[config.mk]
export PLATFORM = sky130hd
export DESIGN_NAME = hsbus_master
export DESIGN_NICKNAME = d
export VERILOG_FILES = /design/src/rtl/hsbus_pkg.sv /design/src/rtl/hsbus_sync.sv /design/src/rtl/hsbus_chain.sv /design/src/rtl/hsbus_seq.sv /design/src/rtl/hsbus_master.sv
export SDC_FILE = /design/constraint.sdc
export NUM_CORES = 1
export LEC_CHECK = 0
export ABC_CLOCK_PERIOD_IN_PS = 1300
export CORE_UTILIZATION = 40
export DETAILED_ROUTE_END_ITERATION = 7
export DONT_BUFFER_PORTS = 1
export GPL_TIMING_DRIVEN = 0
export SYNTH_ARGS = -nofsm -noshare
export SYNTH_HDL_FRONTEND = slang
export SYNTH_SLANG_ARGS = --single-unit
[constraint.sdc]
create_clock -name clk -period 1.3 [get_ports clk]
set_input_delay 0.39 -clock clk [delete_from_list [all_inputs] [get_ports clk]]
set_output_delay 0.39 -clock clk [all_outputs]
set_load 0.03 [all_outputs]
[src/rtl/hsbus_pkg.sv]
// Shared types for the handshake bus master.
// Assumes: nothing beyond IEEE 1800-2017.
package hsbus_pkg;

    // Sequencer states, in transfer order
    typedef enum logic [2:0] {
        MS_IDLE  = 3'd0,
        MS_TURN  = 3'd1,
        MS_REQ   = 3'd2,
        MS_ACK   = 3'd3,
        MS_SKEW  = 3'd4,
        MS_STRB  = 3'd5
    } mst_state_t;

endpackage

[src/rtl/hsbus_sync.sv]
// Multi-stage flop synchronizer for a bundle of asynchronous single-bit inputs.
// Assumes: each bit is independent; no multi-bit coherence is needed.
module hsbus_sync #(
    parameter int WIDTH  = 2,
    parameter int STAGES = 2
) (
    input  logic             clk,
    input  logic             rst_n,
    input  logic [WIDTH-1:0] async_in,
    output logic [WIDTH-1:0] sync_out
);

    logic [WIDTH-1:0] chain [STAGES];

    generate
        for (genvar s = 0; s < STAGES; s++) begin : g_stage
            if (s == 0) begin : g_first
                // first stage samples the raw inputs
                always_ff @(posedge clk) begin
                    if (!rst_n) chain[0] <= '0;
                    else        chain[0] <= async_in;
                end
            end else begin : g_next
                // later stages shift the sampled value along
                always_ff @(posedge clk) begin
                    if (!rst_n) chain[s] <= '0;
                    else        chain[s] <= chain[s-1];
                end
            end
        end
    endgenerate

    assign sync_out = chain[STAGES-1];

endmodule

[src/rtl/hsbus_chain.sv]
// Daisy-chain precedence pass-through.
// Assumes: the precedence pulse is already in this clock domain.
module hsbus_chain (
    input  logic prec_in,
    input  logic requesting,
    output logic prec_out
);

    // forward the pulse downstream unless this master is claiming it
    always_comb begin
        prec_out = prec_in & ~requesting;
    end

endmodule

[src/rtl/hsbus_seq.sv]
// Transfer sequencer: request, acknowledge, settle, strobe, complete.
// Assumes: done_s/quit_s are synchronized; start is one cycle wide.
module hsbus_seq
    import hsbus_pkg::*;
#(
    parameter int AW        = 16,
    parameter int DW        = 16,
    parameter int DESKEW    = 2,
    parameter bit PROC_TURN = 1'b1
) (
    input  logic          clk,
    input  logic          rst_n,
    input  logic          start,
    input  logic [AW-1:0] addr,
    input  logic [DW-1:0] wdata,
    input  logic          write,
    input  logic          byte_op,
    output logic [DW-1:0] rdata,
    output logic          done,
    output logic          abort,
    input  logic          sel,
    input  logic          prec_in,
    input  logic          strobe_in,
    input  logic          done_s,
    input  logic          quit_s,
    input  logic [DW-1:0] bus_rdata,
    input  logic          cpu_req_in,
    output logic          svc_req,
    output logic          ack,
    output logic          strobe_out,
    output logic          drive,
    output logic [AW-1:0] bus_addr,
    output logic [DW-1:0] bus_wdata,
    output logic          bus_wr,
    output logic          bus_byte
);

    localparam int CW = (DESKEW > 1) ? $clog2(DESKEW) : 1;
    localparam logic [CW-1:0] SKEW_LAST = CW'(DESKEW - 1);

    mst_state_t    state;
    logic [CW-1:0] skew_cnt;
    logic [AW-1:0] lat_addr;
    logic [DW-1:0] lat_wdata;
    logic          lat_write;
    logic          lat_byte;
    logic          done_q;
    logic          quit_q;
    logic          done_rise;
    logic          quit_rise;
    logic          turn_block;

    generate
        if (PROC_TURN) begin : g_turn
            // processor variant: defer while another processor still requests
            assign turn_block = cpu_req_in;
        end else begin : g_noturn
            assign turn_block = 1'b0;
        end
    endgenerate

    // edge detection on the synchronized completion inputs
    always_ff @(posedge clk) begin
        if (!rst_n) begin
            done_q <= 1'b0;
            quit_q <= 1'b0;
        end else begin
            done_q <= done_s;
            quit_q <= quit_s;
        end
    end

    assign done_rise = done_s & ~done_q;
    assign quit_rise = quit_s & ~quit_q;

    // main sequencer, latched request and local results
    always_ff @(posedge clk) begin
        if (!rst_n) begin
            state     <= MS_IDLE;
            skew_cnt  <= '0;
            lat_addr  <= '0;
            lat_wdata <= '0;
            lat_write <= 1'b0;
            lat_byte  <= 1'b0;
            rdata     <= '0;
            done      <= 1'b0;
            abort     <= 1'b0;
        end else begin
            done <= 1'b0;
            unique case (state)
                MS_IDLE: begin
                    if (start) begin
                        lat_addr  <= addr;
                        lat_wdata <= wdata;
                        lat_write <= write;
                        lat_byte  <= byte_op;
                        abort     <= 1'b0;
                        state     <= turn_block ? MS_TURN : MS_REQ;
                    end
                end
                MS_TURN: begin
                    if (!turn_block) state <= MS_REQ;
                end
                MS_REQ: begin
                    if (sel && prec_in) state <= MS_ACK;
                end
                MS_ACK: begin
                    if (!strobe_in) begin
                        skew_cnt <= '0;
                        state    <= MS_SKEW;
                    end
                end
                MS_SKEW: begin
                    if (skew_cnt == SKEW_LAST) state <= MS_STRB;
                    else                       skew_cnt <= skew_cnt + 1'b1;
                end
                MS_STRB: begin
                    if (done_rise) begin
                        if (!lat_write) rdata <= bus_rdata;
                        done  <= 1'b1;
                        state <= MS_IDLE;
                    end else if (quit_rise) begin
                        abort <= 1'b1;
                        done  <= 1'b1;
                        state <= MS_IDLE;
                    end
                end
                default: state <= MS_IDLE;
            endcase
        end
    end

    // bus line decode from the current state
    always_comb begin
        svc_req    = (state == MS_REQ);
        ack        = (state == MS_ACK) || (state == MS_SKEW);
        drive      = (state == MS_SKEW) || (state == MS_STRB);
        strobe_out = (state == MS_STRB);
        bus_addr   = drive ? lat_addr : '0;
        bus_wdata  = (drive && lat_write) ? lat_wdata : '0;
        bus_wr     = drive & lat_write;
        bus_byte   = drive & lat_byte;
    end

endmodule

[src/rtl/hsbus_master.sv]
// Top of the handshake bus master: synchronizer, daisy-chain gate, sequencer.
// Assumes: done/quit are asynchronous; other bus inputs are in the clk domain.
module hsbus_master #(
    parameter int AW        = 16,
    parameter int DW        = 16,
    parameter int DESKEW    = 2,
    parameter int SYNC_FF   = 2,
    parameter bit PROC_TURN = 1'b1
) (
    input  logic          clk,
    input  logic          rst_n,
    input  logic          loc_start,
    input  logic [AW-1:0] loc_addr,
    input  logic [DW-1:0] loc_wdata,
    input  logic          loc_write,
    input  logic          loc_byte,
    output logic [DW-1:0] loc_rdata,
    output logic          loc_done,
    output logic          loc_abort,
    input  logic          bus_sel,
    input  logic          bus_prec_in,
    output logic          bus_prec_out,
    input  logic          bus_strobe_in,
    input  logic          bus_done_in,
    input  logic          bus_quit_in,
    input  logic [DW-1:0] bus_rdata_in,
    input  logic          bus_cpu_req_in,
    output logic          bus_svc_req,
    output logic          bus_ack,
    output logic          bus_strobe_out,
    output logic          bus_drive,
    output logic [AW-1:0] bus_addr,
    output logic [DW-1:0] bus_wdata,
    output logic          bus_wr,
    output logic          bus_byte
);

    logic [1:0] end_raw;
    logic [1:0] end_sync;

    assign end_raw = {bus_quit_in, bus_done_in};

    hsbus_sync #(.WIDTH(2), .STAGES(SYNC_FF)) u_sync (
        .clk      (clk),
        .rst_n    (rst_n),
        .async_in (end_raw),
        .sync_out (end_sync)
    );

    hsbus_chain u_chain (
        .prec_in    (bus_prec_in),
        .requesting (bus_svc_req),
        .prec_out   (bus_prec_out)
    );

    hsbus_seq #(
        .AW(AW), .DW(DW), .DESKEW(DESKEW), .PROC_TURN(PROC_TURN)
    ) u_seq (
        .clk        (clk),
        .rst_n      (rst_n),
        .start      (loc_start),
        .addr       (loc_addr),
        .wdata      (loc_wdata),
        .write      (loc_write),
        .byte_op    (loc_byte),
        .rdata      (loc_rdata),
        .done       (loc_done),
        .abort      (loc_abort),
        .sel        (bus_sel),
        .prec_in    (bus_prec_in),
        .strobe_in  (bus_strobe_in),
        .done_s     (end_sync[0]),
        .quit_s     (end_sync[1]),
        .bus_rdata  (bus_rdata_in),
        .cpu_req_in (bus_cpu_req_in),
        .svc_req    (bus_svc_req),
        .ack        (bus_ack),
        .strobe_out (bus_strobe_out),
        .drive      (bus_drive),
        .bus_addr   (bus_addr),
        .bus_wdata  (bus_wdata),
        .bus_wr     (bus_wr),
        .bus_byte   (bus_byte)
    );

endmodule

==> implementation parameters <==
Parameter                              Value

Cells and area
  Commonest cells after routing, fill and taps aside    58 x dfxtp_1, 36 x a21oi_2, 34 x nand2_1
  Core utilization of the finished layout    0.649
  Final layout net count    401
  Share of post-route cells with drive strength above 1    0.556
  Commonest non-fill, non-tap cell in the layout    dfxtp_1
  Growth of design area from synthesis to finish    52.7%
  Filler Cell Count    505
  Number of antenna cells inserted    0
  Finished Cell Area    0.00393 mm^2

GRT
  GRT Residual Overflow    0
  First-pass GRT wire length    9.54 mm
  Maximum number of pins on one net before global-route repair    13
  Antenna violations before repair    0
  Via count of the first global-routing pass    1978
  Overall Global Routing Usage    0.192

Logic synthesis
  Main combinational cell family by area after synthesis    simple AND/OR/NAND/NOR gates
  Average cell area after synthesis    8.55 um^2
  Mux share of post-synthesis cell area    0.0666
  Yosys warning total    0
  Synthesized-area fraction occupied by and/or/nand/nor cells    0.298
  Seq/Total Area, Yosys    0.482
  Post-synthesis register bit count    62
  Syn Nets    360
  Area of the mapped netlist    0.00257 mm^2
  Compound-cell area share of the yosys netlist    0.0967
  Syn Inst Count    301
  Number of library cell types mapped by synthesis    33
  Adder-cell share of the synthesized area    0
  Post-Synth XOR/XNOR Area    0

Setup path
  CP max stage delay    0.34 ns
  Reg-to-reg endpoint    u_seq.lat_wdata[5]
  Reg-to-Reg Start    u_seq.state[1]
  Data arrival time of the worst path    1.36 ns
  Worst Setup Path Type    register to output port
  Required @ worst endpoint    0.91 ns
  Slowest-stage cell, CP    dfxtp_2
  Critical path's top delay family    simple AND/OR/NAND/NOR gates
  Buffers and inverters on the worst path    2
  Kind of start point of the critical path    register
  Setup slack on the worst flop-to-flop path    -0.37 ns
  Category of the worst setup path capture point    output port
  Max FO, Critical Path    7
  Reg2reg path depth    8
  Critical path cell sequence    nor2b_4, buf_8, clkbuf_16, and3_4

Timing
  Worst setup skew after layout    0.00916 ns
  Final Hold Fails    0
  Worst Max-Slew Pin Slew    0.769 ns
  Worst max-slew margin expressed relative to the limit    0.488
  Number of pins with negative max-slew slack in the final report    0
  Final critical delay including setup and external delays    1.75 ns
  Final cycle utilization of the critical path    1.34
  Endpoints failing setup    93
  Maximum clock frequency    572 MHz
  Setup TNS after final layout    -27.55 ns
  Unrepaired setup endpoints after global routing    yes
  Min setup slack post-route    -0.447 ns
  Min Hold Slack    0.176 ns

Run
  Reported max-cap violation count    0

Floorplan
  Placeable core region    0.00606 mm^2
  Die Height    82.2 um
  Effective utilization at floorplan    0.425
  Die span in x    82.2 um
  Count of standard-cell rows    28
  Die footprint    0.00676 mm^2
  I/O pin count    116

Detailed routing
  Wirelength per Cell    16.9 um
  Antenna-violating nets left    0
  Routed wire length    7.11 mm
  Detailed-route vias per instance    5.22
  # DRC    0
  Router iterations before antenna repair    4
  DRC marker count from the first detailed-route iteration    46
  DR vias    2202

Power and ir drop
  Proportion of power drawn by the clock network    0.234
  Switching part of the total    0.356
  Combinational cell fraction of total power    0.457
  Maximum ir drop on the vdd rail    1.03 mV
  Net switching power figure    2.89 mW
  Sequential Power Share    0.310
  Leakage Power    1.65 nW
  Power density over cell area    2060 mW/mm^2
  Internal power    5.22 mW
  Total power consumption of the routed design    8.11 mW

Status
  Run status    finished, violations left
  Violated checks    setup timing

Hold path
  Worst Hold Endpoint    u_seq.lat_wdata[6]
  Hold/Removal Path Class    input pin to register
  Instance count along the most critical hold path    2
  Hold wc startpoint    loc_wdata[6]

Clock network
  Sinks on Clock Net    62
  Clk pin slew, worst setup/hold paths    0.07 ns
  Hold-fix buffers at CTS    0
  Buffer cell driving the clock tree root    clkbuf_8
  Clock network latency to the later pin of the worst-skew pair    0.33 ns
  Maximum count of clock buffers along a single path    2
  CTS H-tree depth    3
  CTS tree    built
  Number of buffers created by CTS    9

Place
  Count of buffers from port buffering    0
  Placer congestion estimate    0.718
  Post-place instance area    0.00286 mm^2
  HPWL reported at the end of detailed placement    4.16 mm
==> flip-flops by register name, summed over array words and instances, names as in the netlist <==
register / cells
u_seq.lat_write: 1
u_sync.chain: 4
u_seq.done_q: 1
u_seq.quit_q: 1
u_seq.rdata: 16
u_seq.lat_byte: 1
u_seq.done: 1
u_seq.skew_cnt: 1
u_seq.abort: 1
u_seq.lat_addr: 16
u_seq.state: 3
u_seq.lat_wdata: 16
==> final cells by class <==
| cell class | count | area [um^2] | area share |
|---|---|---|---|
| clock inverters | 7 | 97.6 | 0.0248 |
| repair buffers | 31 | 387 | 0.0983 |
| flip-flops and latches | 62 | 1250 | 0.318 |
| well taps | 75 | 93.8 | 0.0239 |
| multi-input cells | 215 | 1710 | 0.436 |
| clock buffers | 9 | 124 | 0.0315 |
| plain buffers | 20 | 253 | 0.0643 |
| inverters | 3 | 16.3 | 0.00414 |
==> worst max-delay path by stage <==
stage	cells past startpoint	to	startpoint	slack (ns)
floorplan	4	bus_wdata[0]	u_seq.state[2]	-0.08
global placement	2	bus_wdata[5]	u_seq.lat_write	-0.21
detailed placement	2	bus_wdata[5]	u_seq.lat_write	-0.22
CTS	4	bus_wdata[14]	u_seq.state[1]	-0.47
global route	4	bus_wdata[7]	u_seq.state[2]	-0.49
finish	4	bus_wdata[7]	u_seq.state[2]	-0.45
==> cell usage after synthesis <==
master / n / share of area
nand3_1: 3 / 0.0058
or3_1: 1 / 0.0024
a21oi_1: 40 / 0.078
buf_2: 5 / 0.0097
nand2b_1: 2 / 0.0049
and2_1: 25 / 0.061
buf_4: 1 / 0.0029
o21ai_2: 1 / 0.0034
nand4_1: 2 / 0.0049
nand3_4: 1 / 0.0068
o21ai_0: 2 / 0.0039
a311oi_1: 1 / 0.0034
mux2i_1: 16 / 0.062
nor3_4: 1 / 0.0063
nor3b_2: 1 / 0.0049
nand4b_1: 1 / 0.0034
nor4b_2: 1 / 0.0058
clkbuf_1: 9 / 0.013
nand2b_4: 1 / 0.0053
nor2_1: 18 / 0.026
dfxtp_1: 62 / 0.48
nor2b_1: 2 / 0.0049
nand2_1: 72 / 0.10
mux2_1: 1 / 0.0044
nor3_2: 1 / 0.0039
or3b_1: 1 / 0.0034
a31oi_1: 2 / 0.0049
buf_6: 6 / 0.026
and3_1: 16 / 0.039
nand3b_1: 1 / 0.0029
nor3_1: 1 / 0.0019
a41oi_1: 1 / 0.0034
inv_2: 3 / 0.0044
==> metal layers <==
layer	wire length, um	share of wire	track usage
met4	88	0.012	0.0895
met5	0	0	0
met3	467	0.066	0.0538
met2	3710	0.52	0.329
met1	2850	0.40	0.219
==> metrics by stage <==
| step | worst slack, ns | cells |
|---|---|---|
| finish | -0.447 | 422 |
| CTS | -0.470 | 413 |
| detailed placement | -0.222 | 376 |
| global placement | -0.208 | 376 |
| global route | -0.491 | 422 |
| floorplan | -0.0785 | 301 |
==> power by group through the flow <==
stage | Clock [mW] | Sequential [mW] | Combinational [mW]
2_1_floorplan | 0 | 2.38 | 1.56
3_3_place_gp | 0 | 2.41 | 1.85
3_5_place_dp | 0 | 2.43 | 1.88
4_1_cts | 1.92 | 2.40 | 2.76
5_1_grt | 2.00 | 2.55 | 3.92
6_report | 1.89 | 2.51 | 3.70
==> kinds of logic (layout without fill, tap and decap cells) <==
kind of cell / Yosys count / in the layout
multiplexers: 17 / 17
buffers and inverters: 24 / 70
AND/OR/NAND/NOR: 151 / 151
AO/OA/AOI/OAI: 47 / 47
flip-flops: 62 / 62
==> what timing repair did <==
| item | 4_1_cts | 5_1_grt |
|---|---|---|
| setup buffers | 16 | 13 |
| resized for setup | 37 | 113 |
| cloned | 5 | 3 |
| pin swaps | 8 | 74 |
| endpoints found under the setup margin | 84 | 94 |
Note: power is estimated with default switching activity, not from simulation.
